File: config.mk
export PLATFORM = sky130hd
export DESIGN_NAME = stby_ctrl
export DESIGN_NICKNAME = d
export VERILOG_FILES = /design/src/rtl/stby_pkg.sv /design/src/rtl/stby_regs.sv /design/src/rtl/stby_fsm.sv /design/src/rtl/stby_wait_cnt.sv /design/src/rtl/stby_ctrl.sv
export SDC_FILE = /design/constraint.sdc
export NUM_CORES = 1
export LEC_CHECK = 0
export ABC_CLOCK_PERIOD_IN_PS = 9250
export BUFFER_PORTS_ARGS = -buffer_cell sky130_fd_sc_hd__buf_2
export CORE_ASPECT_RATIO = 0.9
export CORE_MARGIN = 10
export CORE_UTILIZATION = 50
export CTS_CLUSTER_SIZE = 28
export DETAILED_ROUTE_END_ITERATION = 7
export PLACE_DENSITY = 0.78
export SLEW_MARGIN = 10
export SYNTH_ARGS = -nofsm -noshare
export SYNTH_HDL_FRONTEND = slang
export SYNTH_SLANG_ARGS = --single-unit
File: constraint.sdc
create_clock -name clk -period 9.25 [get_ports clk]
set_input_delay 0.4625 -clock clk [delete_from_list [all_inputs] [get_ports clk]]
set_output_delay 0.4625 -clock clk [all_outputs]
set_load 0.02 [all_outputs]
File: src/rtl/stby_pkg.sv
package stby_pkg;

    typedef enum logic [1:0] {
        ST_RUN   = 2'd0,
        ST_SLEEP = 2'd1,
        ST_STOP  = 2'd2,
        ST_WAIT  = 2'd3
    } mode_e;

    typedef enum logic [1:0] {
        REQ_NONE  = 2'd0,
        REQ_SLEEP = 2'd1,
        REQ_STOP  = 2'd2
    } req_e;

    localparam int BIT_STOP   = 7;
    localparam int BIT_SLEEP  = 6;
    localparam int BIT_SRST   = 4;
    localparam int BIT_OSC_HI = 3;
    localparam int BIT_OSC_LO = 2;

    localparam logic [1:0] OSC_POR = 2'b11;

    typedef struct packed {
        logic       stop;
        logic       sleep;
        logic       srst_n;
        logic [1:0] osc;
    } cmd_t;

    function automatic cmd_t decode_cmd(input logic [7:0] d);
        cmd_t c;
        c.stop   = d[BIT_STOP];
        c.sleep  = d[BIT_SLEEP];
        c.srst_n = d[BIT_SRST];
        c.osc    = d[BIT_OSC_HI:BIT_OSC_LO];
        return c;
    endfunction

    // stop outranks sleep
    function automatic req_e pick_req(input cmd_t c);
        if (c.stop)
            return REQ_STOP;
        else if (c.sleep)
            return REQ_SLEEP;
        return REQ_NONE;
    endfunction

    function automatic logic [7:0] pack_status(input mode_e m, input logic [1:0] osc);
        logic [7:0] r;
        r = 8'h00;
        r[BIT_STOP]  = (m == ST_STOP) || (m == ST_WAIT);
        r[BIT_SLEEP] = (m == ST_SLEEP);
        r[BIT_SRST]  = 1'b1;
        r[BIT_OSC_HI:BIT_OSC_LO] = osc;
        return r;
    endfunction

endpackage

File: src/rtl/stby_regs.sv
module stby_regs
    import stby_pkg::*;
(
    input  logic       clk,
    input  logic       rst,
    input  logic       por,
    input  logic       wr_ok,
    input  cmd_t       cmd,
    output logic [1:0] osc,
    output req_e       req,
    output logic       srst_req
);

    // interval field: power-on reset only
    always_ff @(posedge clk) begin
        if (por)
            osc <= OSC_POR;
        else if (wr_ok)
            osc <= cmd.osc;
    end

    always_ff @(posedge clk) begin
        if (por || rst)
            srst_req <= 1'b0;
        else
            srst_req <= wr_ok && !cmd.srst_n;
    end

    always_comb begin
        req = REQ_NONE;
        if (wr_ok)
            req = pick_req(cmd);
    end

endmodule

File: src/rtl/stby_fsm.sv
module stby_fsm
    import stby_pkg::*;
(
    input  logic  clk,
    input  logic  rst_any,
    input  req_e  req,
    input  logic  wake,
    input  logic  wait_done,
    output mode_e mode,
    output logic  wait_clr,
    output logic  wait_run
);

    mode_e mode_nx;

    always_comb begin
        mode_nx = mode;
        unique case (mode)
            ST_RUN: begin
                if (req == REQ_STOP)
                    mode_nx = ST_STOP;
                else if (req == REQ_SLEEP)
                    mode_nx = ST_SLEEP;
            end
            ST_SLEEP: if (wake)      mode_nx = ST_RUN;
            ST_STOP:  if (wake)      mode_nx = ST_WAIT;
            ST_WAIT:  if (wait_done) mode_nx = ST_RUN;
            default:                 mode_nx = ST_RUN;
        endcase
    end

    always_ff @(posedge clk) begin
        if (rst_any)
            mode <= ST_RUN;
        else
            mode <= mode_nx;
    end

    assign wait_clr = (mode == ST_STOP) && wake;
    assign wait_run = (mode == ST_WAIT);

endmodule

File: src/rtl/stby_wait_cnt.sv
module stby_wait_cnt #(
    parameter int WAIT_EXP0 = 15
) (
    input  logic       clk,
    input  logic       rst_any,
    input  logic       clr,
    input  logic       run,
    input  logic       fast,
    input  logic [1:0] osc,
    output logic       done
);

    localparam int NSEL = 4;
    localparam int CW   = WAIT_EXP0 + 2 * (NSEL - 1) + 1;

    logic [CW-1:0] tgt [NSEL];
    logic [CW-1:0] cnt;
    logic [CW:0]   sum;
    logic [CW:0]   step;

    for (genvar i = 0; i < NSEL; i++) begin : g_tgt
        assign tgt[i] = CW'(1) << (WAIT_EXP0 + 2 * i);
    end

    assign step = {{(CW - 1){1'b0}}, fast, !fast};
    assign sum  = {1'b0, cnt} + step;
    assign done = run && (sum >= {1'b0, tgt[osc]});

    always_ff @(posedge clk) begin
        if (rst_any || clr)
            cnt <= '0;
        else if (run && !done)
            cnt <= sum[CW-1:0];
    end

endmodule

File: src/rtl/stby_ctrl.sv
module stby_ctrl
    import stby_pkg::*;
#(
    parameter int WAIT_EXP0 = 15
) (
    input  logic       clk,
    input  logic       rst,
    input  logic       por,
    input  logic       wr_en,
    input  logic [7:0] wr_data,
    output logic [7:0] rd_data,
    input  logic       wake,
    input  logic       gear,
    output logic       cpu_clk_en,
    output logic       per_clk_en,
    output logic       osc_en,
    output logic       busy,
    output logic       srst_req
);

    mode_e      mode;
    req_e       req;
    cmd_t       cmd;
    logic [1:0] osc;
    logic       wr_ok;
    logic       rst_any;
    logic       wait_clr;
    logic       wait_run;
    logic       wait_done;
    logic       unused_wr_bits;

    assign rst_any        = rst || por;
    assign cmd            = decode_cmd(wr_data);
    assign wr_ok          = wr_en && (mode == ST_RUN);
    assign unused_wr_bits = ^{wr_data[5], wr_data[1:0]};

    stby_regs i_regs (
        .clk      (clk),
        .rst      (rst),
        .por      (por),
        .wr_ok    (wr_ok),
        .cmd      (cmd),
        .osc      (osc),
        .req      (req),
        .srst_req (srst_req)
    );

    stby_fsm i_fsm (
        .clk       (clk),
        .rst_any   (rst_any),
        .req       (req),
        .wake      (wake),
        .wait_done (wait_done),
        .mode      (mode),
        .wait_clr  (wait_clr),
        .wait_run  (wait_run)
    );

    stby_wait_cnt #(.WAIT_EXP0(WAIT_EXP0)) i_cnt (
        .clk     (clk),
        .rst_any (rst_any),
        .clr     (wait_clr),
        .run     (wait_run),
        .fast    (gear),
        .osc     (osc),
        .done    (wait_done)
    );

    assign cpu_clk_en = (mode == ST_RUN);
    assign per_clk_en = (mode == ST_RUN) || (mode == ST_SLEEP);
    assign osc_en     = (mode != ST_STOP);
    assign busy       = (mode == ST_WAIT);
    assign rd_data    = pack_status(mode, osc);

endmodule

# Word-level counts from Yosys, hierarchy flattened
# Cells that the tools add are included.
# word_totals
regBits,27
in_bits,14
out_inout_bits,13
# classes
addsub,1
order_cmp,2
eq_ne,10
muxes,16
bitwise_logic,1
reduce_logical,14
# ops
operator,n
$bmux 22 s2,1
$mux 22,2
$add 22x2->23,1
$ge 23x22->1,1
$mux 2,9
$pmux 2 s4,1
$eq 2x2->1 const B,3
$ne 2x2->1 const B,3
$logic_and 1x1->1,5
$eq 2x1->1 const B,2
$logic_or 1x1->1,4
$reduce_and 4->1,1
$ge 3x3->1 const B,1
$logic_not 1->1,3
$mux 1,3
$ne 3x1->1 const B,1
$not 2->3,1
$logic_not 2->1,1
$ne 2x1->1 const B,1

# Depth between registers and ports, before layout
# logic_depth
word_depth,9
mapped_depth,16

# By module
# A second synthesis with hierarchy kept.
# unflattened
cells_unflattened,252
hier_area_um2,2025.7
# by_module_without_submodules
mod,instances,cells_each,area_each_um2
stby_wait_cnt,1,211,1691.6
stby_fsm,1,17,132.6
stby_regs,1,10,120.1
stby_ctrl,1,14,81.3

# Least setup slack after synthesis
# No wires, ideal clock.
# synth_path
kind,input port to flip-flop
startpoint,input port gear
endpoint,register i_cnt.cnt[11]
arrival_ps,3652
t_required_ps,9180
setup_slack_ps,5528
path_stages,14
n_path_buf,1
path_cell_list,ha_1 -> a21oi_1 -> nor3_1 -> and4_1 -> and3_1 -> and3_1 -> xor2_1 -> ha_1 -> and2_1 -> o21ai_1 -> o221ai_2 -> buf_6 -> or4_1 -> a21oi_1
# synth_via
elab_chain_cells,6
# synth_lines
element,line,text
start: declaration,stby_ctrl.sv:13,"input logic gear,"
$logic_not 1->1,stby_wait_cnt.sv:25,"assign step = {{(CW - 1){1'b0}}, fast, !fast};"
$add 22x2->23 *,stby_wait_cnt.sv:26,"assign sum = {1'b0, cnt} + step;"
net i_cnt.sum[21],stby_wait_cnt.sv:18,logic [CW:0] sum;
$ge 23x22->1 *,stby_wait_cnt.sv:27,"assign done = run && (sum >= {1'b0, tgt[osc]});"
$logic_and 1x1->1 *,stby_wait_cnt.sv:27,
$logic_not 1->1 *,stby_wait_cnt.sv:32,else if (run && !done)
$logic_and 1x1->1 *,stby_wait_cnt.sv:32,
end signal: assignment,stby_wait_cnt.sv:33,cnt <= sum[CW-1:0];
end: declaration,stby_wait_cnt.sv:17,logic [CW-1:0] cnt;
# The timed path passes the listed nets; every way through them passes the cells marked *.
# A chain may end at the register's enable or synchronous reset.

# Final worst setup path
# layout_path
startpoint,register i_cnt.cnt[1]
endpoint,register i_cnt.cnt[2]
# layout_via
elab_chain_cells,5
# layout_lines
element,line
$add 22x2->23,stby_wait_cnt.sv:26
net i_cnt.sum[21],stby_wait_cnt.sv:18
$ge 23x22->1,stby_wait_cnt.sv:27
$logic_and 1x1->1,stby_wait_cnt.sv:27
$logic_not 1->1,stby_wait_cnt.sv:32
$logic_and 1x1->1,stby_wait_cnt.sv:32
# The timed path passes the listed nets, and every way through them passes these cells.

==> flow_metrics.py <==
metrics = {
    "clocking": {
        "clkTransAtPathRegs_ps": 100,
        "cts.htree.levels": 1,
        "cts_tree": "built",
        "clk_latency_ps": 280,
        "cts-resized-gates": 0,
        "cts_buffers": 3,
        "clk_root_buffer_cell": "clkbuf_8",
        "clock_path_buffers": 2,
        "hold_buffers": 0,
        "post-cts-setup-buffers": 0,
        "cts.sinks": 27,
    },
    "cells_and_area": {
        "nFillCells": 393,
        "area_delta_synth_final_pct": 3.93,
        "drive_gt1_share_pct": 14.8,
        "final_util_pct": 53.2,
        "nets": 278,
        "final_cell_area_sq_um": 2150,
        "diodes": 0,
    },
    "run": {
        "drv_cap": 0,
    },
    "setup_path": {
        "required_ps": 9450,
        "critical_path.startpoint_type": "flop",
        "criticalPathCategory": "reg2reg",
        "path_max_fanout": 24,
        "crit_path_end_kind": "flop",
        "crit_arrival_ps": 4550,
    },
    "power": {
        "power.internal_uw": 158,
        "clockPowerShare_pct": 32.8,
        "combPwrFrac_pct": 12.2,
        "p_leak_uw": 0.000829,
        "swShare_pct": 26.7,
        "switching_power_uw": 57.8,
        "power_uw": 216,
        "ir_worst_vdd_uv": 90.8,
        "seq_power_share_pct": 55.0,
        "p_per_area_nw_per_um2": 101,
    },
    "die": {
        "die_h_microns": 81.0,
        "rows": 22,
        "die_area_sq_um": 7120,
        "die_w_microns": 87.8,
        "core_region_area_sq_um": 4050,
        "start_util_pct": 51.1,
        "ios": 27,
    },
    "timing": {
        "hold_viol_final": 0,
        "rsz0062_at_grt": "false",
        "finalSetupTns_ps": 0,
        "fin_crit_sh_pct": 47.0,
        "clock_skew_ps": 3.20,
        "max_slew.worst_pin.slew_ps": 999,
        "period_needed_ps": 4350,
        "finalMaxSlewViolations": 0,
        "finalSetupViolCount": 0,
        "slew_headroom_pct": 33.4,
        "max_freq_mhz": 230,
    },
    "synthesis": {
        "synth_edf_count": 0,
        "synth_ff_type": "dfxtp_1",
        "synth.top_cell.area_share_pct": 26.1,
        "synth_warnings": 0,
        "synth_area_leader_cell": "dfxtp_1",
        "muxShareOfSynthArea_pct": 4.41,
        "synth_compound_area_share_pct": 19.5,
        "synthAdderAreaFrac_pct": 4.59,
        "synth-async-reset-ratio_pct": 0,
        "ys_top_cells_by_area": "dfxtp_1, a21oi_1, or4_1",
        "synth_xor_area_share_pct": 3.39,
        "yosysMostFrequentCell": "dfxtp_1",
        "synth-seq-area-share_pct": 26.1,
        "syn_avg_cell_area_sq_um": 8.28,
        "ys_top_cells_by_count": "dfxtp_1, a21oi_1, nand2_1, nand3_1, or4_1",
        "synthSimpleGateAreaFrac_pct": 33.3,
        "synth_top_family_by_area": "simple AND/OR/NAND/NOR gates",
        "ys_types": 56,
        "syn_inst": 250,
        "syn-cell-area_sq_um": 2070,
        "synth-seq-cells": 27,
    },
    "placed_design": {
        "gp_congestion": 0.816,
        "dp_hpwl_microns": 3340,
        "place_area_sq_um": 2100,
        "numPortBuffers": 19,
    },
    "drt": {
        "drt-total-wl_microns": 4520,
        "drt_iter0_drc": 114,
        "avgRoutedWirePerCell_microns": 14.9,
        "dr.pass1.iters": 4,
        "num_vias": 1916,
        "viasPerCell": 6.30,
        "drc_errors": 0,
        "postRouteAntennaNets": 0,
    },
    "global_routing": {
        "grtUsageTotal_pct": 12.1,
        "grt_max_degree": 25,
        "antenna_found_initial": 0,
        "grt_overflow": 0,
        "grt_pass1_vias": 1489,
        "grt_pass1_wl_microns": 7200,
    },
    "status": {
        "status": "finished, final reports clean",
    },
    "min_path": {
        "hold_path_class": "in2reg",
    },
}
## worst max-delay path: stages (launching register included)
cell	delay [ps]
dfxtp_1	330
ha_1	300
a21oi_1	150
nor3_1	720
and4_1	380
and3_1	230
and3_1	210
xor2_1	160
ha_1	270
and2_1	190
o21ai_1	120
o221ai_2	410
or4_1	610
a21oi_1	190
## routing by layer
metal	share of wire, %	vias to the layer above	GRT usage, %
li1	-	952	-
met1	47	921	17.1
met2	47	36	18.3
met3	3.9	7	2.60
met4	1.4	0	2.87
met5	0	-	0
## stage by stage
stage | hold WS (ps) | setup WS (ps) | cells
6_report | 331 | 4900 | 304
5_1_grt | 320 | 4530 | 304
4_1_cts | 320 | 4940 | 304
3_5_place_dp | 485 | 4720 | 300
3_3_place_gp | 479 | 4730 | 300
2_1_floorplan | 458 | 5530 | 252
## flip-flops by register name (all words and copies together), names as in the netlist
name,cells
i_regs.srst_req,1
i_fsm.mode,2
i_regs.osc,2
i_cnt.cnt,22
## area by class of cell
cell class / count / area [sq um] / share of cell area (%)
Timing Repair Buffer: 20 / 103 / 4.77
Multi-Input combinational cell: 196 / 1360 / 63.4
Clock inverter: 1 / 8.76 / 0.407
Clock buffer: 3 / 41.3 / 1.92
Tap cell: 48 / 60.1 / 2.79
Sequential cell: 27 / 541 / 25.1
Inverter: 9 / 33.8 / 1.57
## layout by cell type, fill, tap and decap left out, drive strengths merged, types with 5 or more instances in the layout
cell / count
nand3: 16
o31ai: 10
nor4: 5
and4: 5
nand4: 7
xor2: 5
a211o: 5
mux2i: 8
nor3: 6
inv: 10
nand2: 18
nor2: 10
a21oi: 20
dfxtp: 27
ha: 6
or4: 11
nand2b: 10
and3: 7
buf: 20
## worst paths after layout
check / endpoint / startpoint / slack, ps / depth (start not counted)
setup / recovery: i_cnt.cnt[2]$_SDFFE_PP0P_ / i_cnt.cnt[1]$_SDFFE_PP0P_ / 4900 / 13
hold / removal: i_regs.srst_req$_SDFF_PP0_ / wr_data[4] / 330 / 2
setup reg to reg: i_cnt.cnt[2]$_SDFFE_PP0P_ / i_cnt.cnt[1]$_SDFFE_PP0P_ / 4900 / 13
hold reg to reg: i_cnt.cnt[0]$_SDFFE_PP0P_ / i_cnt.cnt[0]$_SDFFE_PP0P_ / 500 / 2
## power groups by stage
| stage | Clock (uW) | Sequential, uW | Combinational [uW] |
|---|---|---|---|
| detailed placement | 0 | 122 | 25.9 |
| floorplan | 0 | 122 | 19.1 |
| global route | 78.8 | 119 | 29.0 |
| global placement | 0 | 121 | 25.6 |
| CTS | 74.2 | 119 | 26.2 |
| finish | 70.9 | 119 | 26.4 |
## cells by family (layout without fill, tap and decap cells)
| group | Yosys count | in the layout |
|---|---|---|
| simple gates | 112 | 112 |
| compound gates | 56 | 56 |
| buf+inv | 29 | 33 |
| flops | 27 | 27 |
| mux | 9 | 9 |
| xor+xnor | 8 | 8 |
| fa+ha+maj | 7 | 7 |
| other cells | 2 | 4 |
No activity file was read; power rests on OpenSTA's default activity.
